**config.mk**
```make
export PLATFORM = sky130hd
export DESIGN_NAME = sm_addsub
export DESIGN_NICKNAME = d
export VERILOG_FILES = /design/src/rtl/sm_addsub_pkg.sv /design/src/rtl/sm_addsub_ctrl.sv /design/src/rtl/sm_addsub_dp.sv /design/src/rtl/sm_addsub.sv
export SDC_FILE = /design/constraint.sdc
export NUM_CORES = 1
export LEC_CHECK = 0
export CORE_MARGIN = 5
export CORE_UTILIZATION = 50
export DETAILED_ROUTE_END_ITERATION = 12
export HOLD_SLACK_MARGIN = 0.03
export PLACE_DENSITY = 0.79
export SLEW_MARGIN = 20
export SYNTH_ARGS = -nofsm -noshare
export SYNTH_HDL_FRONTEND = slang
export SYNTH_SLANG_ARGS = --single-unit
```
**constraint.sdc**
```tcl
create_clock -name clk -period 4.65 [get_ports clk]
set_clock_uncertainty 0.2 [all_clocks]
set_input_delay 1.395 -clock clk [delete_from_list [all_inputs] [get_ports clk]]
set_output_delay 1.395 -clock clk [all_outputs]
set_load 0.01 [all_outputs]
```
**src/rtl/sm_addsub_pkg.sv**
```systemverilog
package sm_addsub_pkg;
  typedef enum logic [1:0] {
    ST_IDLE = 2'd0,
    ST_SUM  = 2'd1,
    ST_FIX  = 2'd2
  } smState_t;

  typedef struct packed {
    logic loadOps;  // capture operands, fold subtract into B sign
    logic doSum;    // add or complement-add magnitudes into {E, A}
    logic doFix;    // recomplement / negative-zero cleanup
  } smCtl_t;
endpackage

```
**src/rtl/sm_addsub_ctrl.sv**
```systemverilog
module sm_addsub_ctrl
  import sm_addsub_pkg::*;
(
  input  logic   clk,
  input  logic   rstN,
  input  logic   start,
  output smCtl_t ctl,
  output logic   busy,
  output logic   done
);
  smState_t state, stateNext;

  always_comb begin
    stateNext   = state;
    ctl         = '0;
    unique case (state)
      ST_IDLE: if (start) begin
        ctl.loadOps = 1'b1;
        stateNext   = ST_SUM;
      end
      ST_SUM: begin
        ctl.doSum = 1'b1;
        stateNext = ST_FIX;
      end
      ST_FIX: begin
        ctl.doFix = 1'b1;
        stateNext = ST_IDLE;
      end
      default: stateNext = ST_IDLE;
    endcase
  end

  always_ff @(posedge clk or negedge rstN) begin
    if (!rstN) begin
      state <= ST_IDLE;
      done  <= 1'b0;
    end else begin
      state <= stateNext;
      done  <= (state == ST_FIX);
    end
  end

  assign busy = (state != ST_IDLE);
endmodule

```
**src/rtl/sm_addsub_dp.sv**
```systemverilog
module sm_addsub_dp
  import sm_addsub_pkg::*;
#(
  parameter int MAG_W = 7
) (
  input  logic             clk,
  input  logic             rstN,
  input  smCtl_t           ctl,
  input  logic             subOp,
  input  logic             aSign,
  input  logic [MAG_W-1:0] aMag,
  input  logic             bSign,
  input  logic [MAG_W-1:0] bMag,
  output logic             resSign,
  output logic [MAG_W-1:0] resMag,
  output logic             addOvf
);
  logic             aSignR, bSignR, eR, avfR;
  logic [MAG_W-1:0] aR, bR;
  logic             signsDiffer;
  logic [MAG_W-1:0] bPath;
  logic [MAG_W:0]   sumExt;
  logic [MAG_W-1:0] aNeg;

  assign signsDiffer = aSignR ^ bSignR;

  // complementer in front of the shared adder; carry-in supplies the +1
  always_comb begin
    bPath  = signsDiffer ? ~bR : bR;
    sumExt = {1'b0, aR} + {1'b0, bPath} + {{MAG_W{1'b0}}, signsDiffer};
    aNeg   = ~aR + {{(MAG_W-1){1'b0}}, 1'b1};
  end

  always_ff @(posedge clk or negedge rstN) begin
    if (!rstN) begin
      aSignR <= 1'b0;
      bSignR <= 1'b0;
      aR     <= '0;
      bR     <= '0;
      eR     <= 1'b0;
      avfR   <= 1'b0;
    end else if (ctl.loadOps) begin
      aSignR <= aSign;
      bSignR <= bSign ^ subOp;
      aR     <= aMag;
      bR     <= bMag;
      eR     <= 1'b0;
      avfR   <= 1'b0;
    end else if (ctl.doSum) begin
      {eR, aR} <= sumExt;
      avfR     <= signsDiffer ? 1'b0 : sumExt[MAG_W];
    end else if (ctl.doFix && signsDiffer) begin
      if (!eR) begin
        aR     <= aNeg;
        aSignR <= ~aSignR;
      end else if (aR == '0) begin
        aSignR <= 1'b0;
      end
    end
  end

  assign resSign = aSignR;
  assign resMag  = aR;
  assign addOvf  = avfR;
endmodule

```
**src/rtl/sm_addsub.sv**
```systemverilog
module sm_addsub
  import sm_addsub_pkg::*;
#(
  parameter int WIDTH = 8,
  localparam int MAG_W = WIDTH - 1
) (
  input  logic             clk,
  input  logic             rstN,
  input  logic             start,
  input  logic             subOp,
  input  logic             aSign,
  input  logic [MAG_W-1:0] aMag,
  input  logic             bSign,
  input  logic [MAG_W-1:0] bMag,
  output logic             done,
  output logic             resSign,
  output logic [MAG_W-1:0] resMag,
  output logic             addOvf
);
  smCtl_t ctl;
  logic   ctlBusy;

  sm_addsub_ctrl u_ctrl (
    .clk  (clk),
    .rstN (rstN),
    .start(start),
    .ctl  (ctl),
    .busy (ctlBusy),
    .done (done)
  );

  sm_addsub_dp #(.MAG_W(MAG_W)) u_dp (
    .clk    (clk),
    .rstN   (rstN),
    .ctl    (ctl),
    .subOp  (subOp),
    .aSign  (aSign),
    .aMag   (aMag),
    .bSign  (bSign),
    .bMag   (bMag),
    .resSign(resSign),
    .resMag (resMag),
    .addOvf (addOvf)
  );
endmodule

```
==> results.cfg <==
[status]
status = finished clean

[synthesis]
ys_types = 44
syn_inst = 163
synth-edff-count = 0
syn-num-nets = 192
ys.flop_type = dfrtp_1
synth_area_um2 = 1420
ys_seq_elements = 21
synthArstFlopShare = 1.00
avgSynthCellArea_um2 = 8.73
synth.yosys.seq_area_share = 0.369
yosys_warnings = 0

[timing]
relSlewSlack = 0.635
fmax_mhz = 326
worst_slew_pin_slew_ns = 0.545
grt_setup_unrepaired = no
finalMaxSlewViolations = 0
min_period_over_period = 0.659
finalHoldViolCount = 0
period_minus_slack_ns = 3.06
finalSetupViolCount = 0
fin_tns_setup_ns = 0

[power_and_ir_drop]
power_density_nw_per_um2 = 742
leakagePower_nw = 0.776
vdd_drop_max_mv = 0.468

[routing]
avgRoutedWirePerCell_um = 15.8
vias = 1280
remaining_drc_errors = 0
ant_nets = 0
finalWirelength_um = 3530
dr.pass1.iters = 4
viasPerCell = 5.74
drt_iter0_drc = 59

[grt]
grt_pass1_wl_um = 6000
grt.overflow.total = 0
grt_antenna_before_repair = 0
gr-max-usage-layer = met2
use_met1 = 0.216
grt_pass1_vias = 1347
met2_usage = 0.335
grt_use_met3 = 0.0337
grt_usage = 0.187
grt_max_degree = 22

[clock_tree]
cts_made_buffers = 3
cts_resized = 0
htree_levels = 1
insertion_delay_ns = 0.31
cts_root_buffer = clkbuf_4
clkSinkCount = 21
cts_setup_buffers = 0
clk_pin_slew_worst_paths_ns = 0.12
ctsHoldBuffers = 0
clockBufferDepth = 2
cts_tree = yes

[die]
die_h_um = 63.3
start_util = 0.520
io_pins = 30
fp.dieArea_um2 = 4010
core_area_um2 = 2730
row_count = 19
die_x_um = 63.3

[worst_setup_path]
critPathArrivalTime_ns = 3.05
end_kind = register
rr_worst_depth = 8
endpoint = u_dp.resMag[5]
r2r_slack_ns = 1.92
cp-start-kind = input pin
critical_path_class = input pin to register
max_stage_delay_ns = 0.43
cp.required_ns = 4.64
timing.rr.start = u_dp.resSign
crit_path_max_fanout = 17
worstPathCellList = clkdlybuf4s50_1 -> nand2_1 -> inv_2 -> a2111oi_2 -> o211ai_1
startpoint = start
reg2reg_to = u_dp.resMag[5]
critPathSlowestCell = clkdlybuf4s50_1

[layout]
layoutNonFillerInstCount = 223
fillers = 252
area_delta_synth_final_pct = 23.4
multi_input_area_um2 = 856
seq_area_um2 = 526
drive_above_1_share = 0.0677
n_antenna_cell = 0
nNetsFinal = 222

[place]
io_buffers = 29
detailed_place_hpwl_um = 2730
placedCellCount = 219
gp_congestion = 0.873

[job]
drv_cap = 0

[hold_path]
min_path_type = register to register
-- worst max-delay path: cells and delay by family --
family,cells,cell delay (ns)
and+or+nand+nor,1,0.40
buffers and inverters,2,0.69
AOI/OAI and AO/OA,2,0.56
-- state kept, by name, summed over array words and instances (netlist names) --
name and count:
u_dp.resSign 1, u_dp.bSignR 1, u_dp.eR 1, u_dp.addOvf 1, u_dp.bR 7, u_ctrl.done 1
u_dp.resMag 7, u_ctrl.state 2
-- through the flow --
step           worst slack (ns)  power, mW  cell area [µm²]  utilization  hold slack (ns)
2_1_floorplan              2.14      0.963             1420            -            0.267
3_3_place_gp               1.36       1.16             1730        0.634            0.264
3_5_place_dp               1.24       1.21             1730        0.634            0.287
4_1_cts                    1.58       1.31             1760        0.644            0.313
5_1_grt                    1.44       1.42             1760        0.642            0.336
6_report                   1.59       1.30             1760        0.642            0.308
-- cell usage in the layout, fill, tap and decap left out, drive strengths merged, types with 2 or more instances in the layout --
| cell type | count |
|---|---|
| o21ai | 6 |
| nor3b | 2 |
| o221ai | 2 |
| a211oi | 2 |
| ha | 8 |
| nand2b | 4 |
| a31oi | 3 |
| nor2 | 14 |
| inv | 6 |
| nor3 | 4 |
| o31ai | 2 |
| a21oi | 6 |
| a311oi | 2 |
| xnor2 | 9 |
| xor2 | 6 |
| nand2 | 38 |
| nor2b | 2 |
| o211ai | 5 |
| dfrtp | 21 |
| clkdlybuf4s50 | 28 |
| clkbuf | 3 |
-- routing by layer --
| layer | part of all wire | vias to the layer above |
|---|---|---|
| li1 | - | 629 |
| met1 | 0.41 | 605 |
| met2 | 0.52 | 42 |
| met3 | 0.055 | 4 |
| met4 | 0.010 | 0 |
| met5 | 0 | - |
-- worst min-delay path by stage --
stage	endpoint	slack (ns)	from	cells past startpoint
floorplan	u_dp.eR	0.27	u_dp.eR	2
global placement	u_dp.addOvf	0.26	u_dp.addOvf	2
detailed placement	u_dp.addOvf	0.29	u_dp.addOvf	2
CTS	u_dp.addOvf	0.31	u_dp.addOvf	2
global route	u_dp.bR[4]	0.34	u_dp.bR[4]	2
finish	u_dp.addOvf	0.31	u_dp.addOvf	2
-- cell type report --
type	instances	share of cell area
repair buffers	29	0.163
clock inverters	1	0.00285
multi-input cells	132	0.488
well taps	31	0.0221
clock buffers	3	0.0128
flip-flops and latches	21	0.299
inverters	6	0.0128
-- cell usage after synthesis, types with 2 or more instances --
master    instances  area share
xor2_1            6       0.037
clkbuf_1          2      0.0053
dfrtp_1          21        0.37
nor3_1            4       0.014
a311oi_1          2       0.012
a21oi_1           6       0.021
inv_1             4       0.011
nand2b_1          4       0.018
nand2_1          38        0.10
nor2_1           14       0.037
a211oi_1          2       0.011
inv_2             2      0.0053
o221ai_1          2       0.012
xnor2_1           8       0.049
a31oi_1           3       0.013
o21ai_0           4       0.014
o211ai_1          5       0.026
ha_1              8       0.070
nor3b_1           2       0.011
o31ai_1           2       0.011
-- power breakdown --
part / switching [mW] / internal, mW / total, mW
combinational: 0.475 / 0.411 / 0.886
clock: 0.0587 / 0.0322 / 0.0908
sequential: 0.0840 / 0.242 / 0.326
-- cells by family (layout without fill, tap and decap cells) --
| kind of cell | after synthesis | in the layout | share of synthesized area |
|---|---|---|---|
| simple gates | 70 | 70 | 0.225 |
| compound gates | 37 | 37 | 0.187 |
| flops | 21 | 21 | 0.369 |
| xor+xnor | 15 | 15 | 0.0976 |
| buf+inv | 10 | 39 | 0.0290 |
| fa+ha+maj | 9 | 9 | 0.0844 |
| mux | 1 | 1 | 0.00704 |
Note: power is estimated with default switching activity, not from simulation.
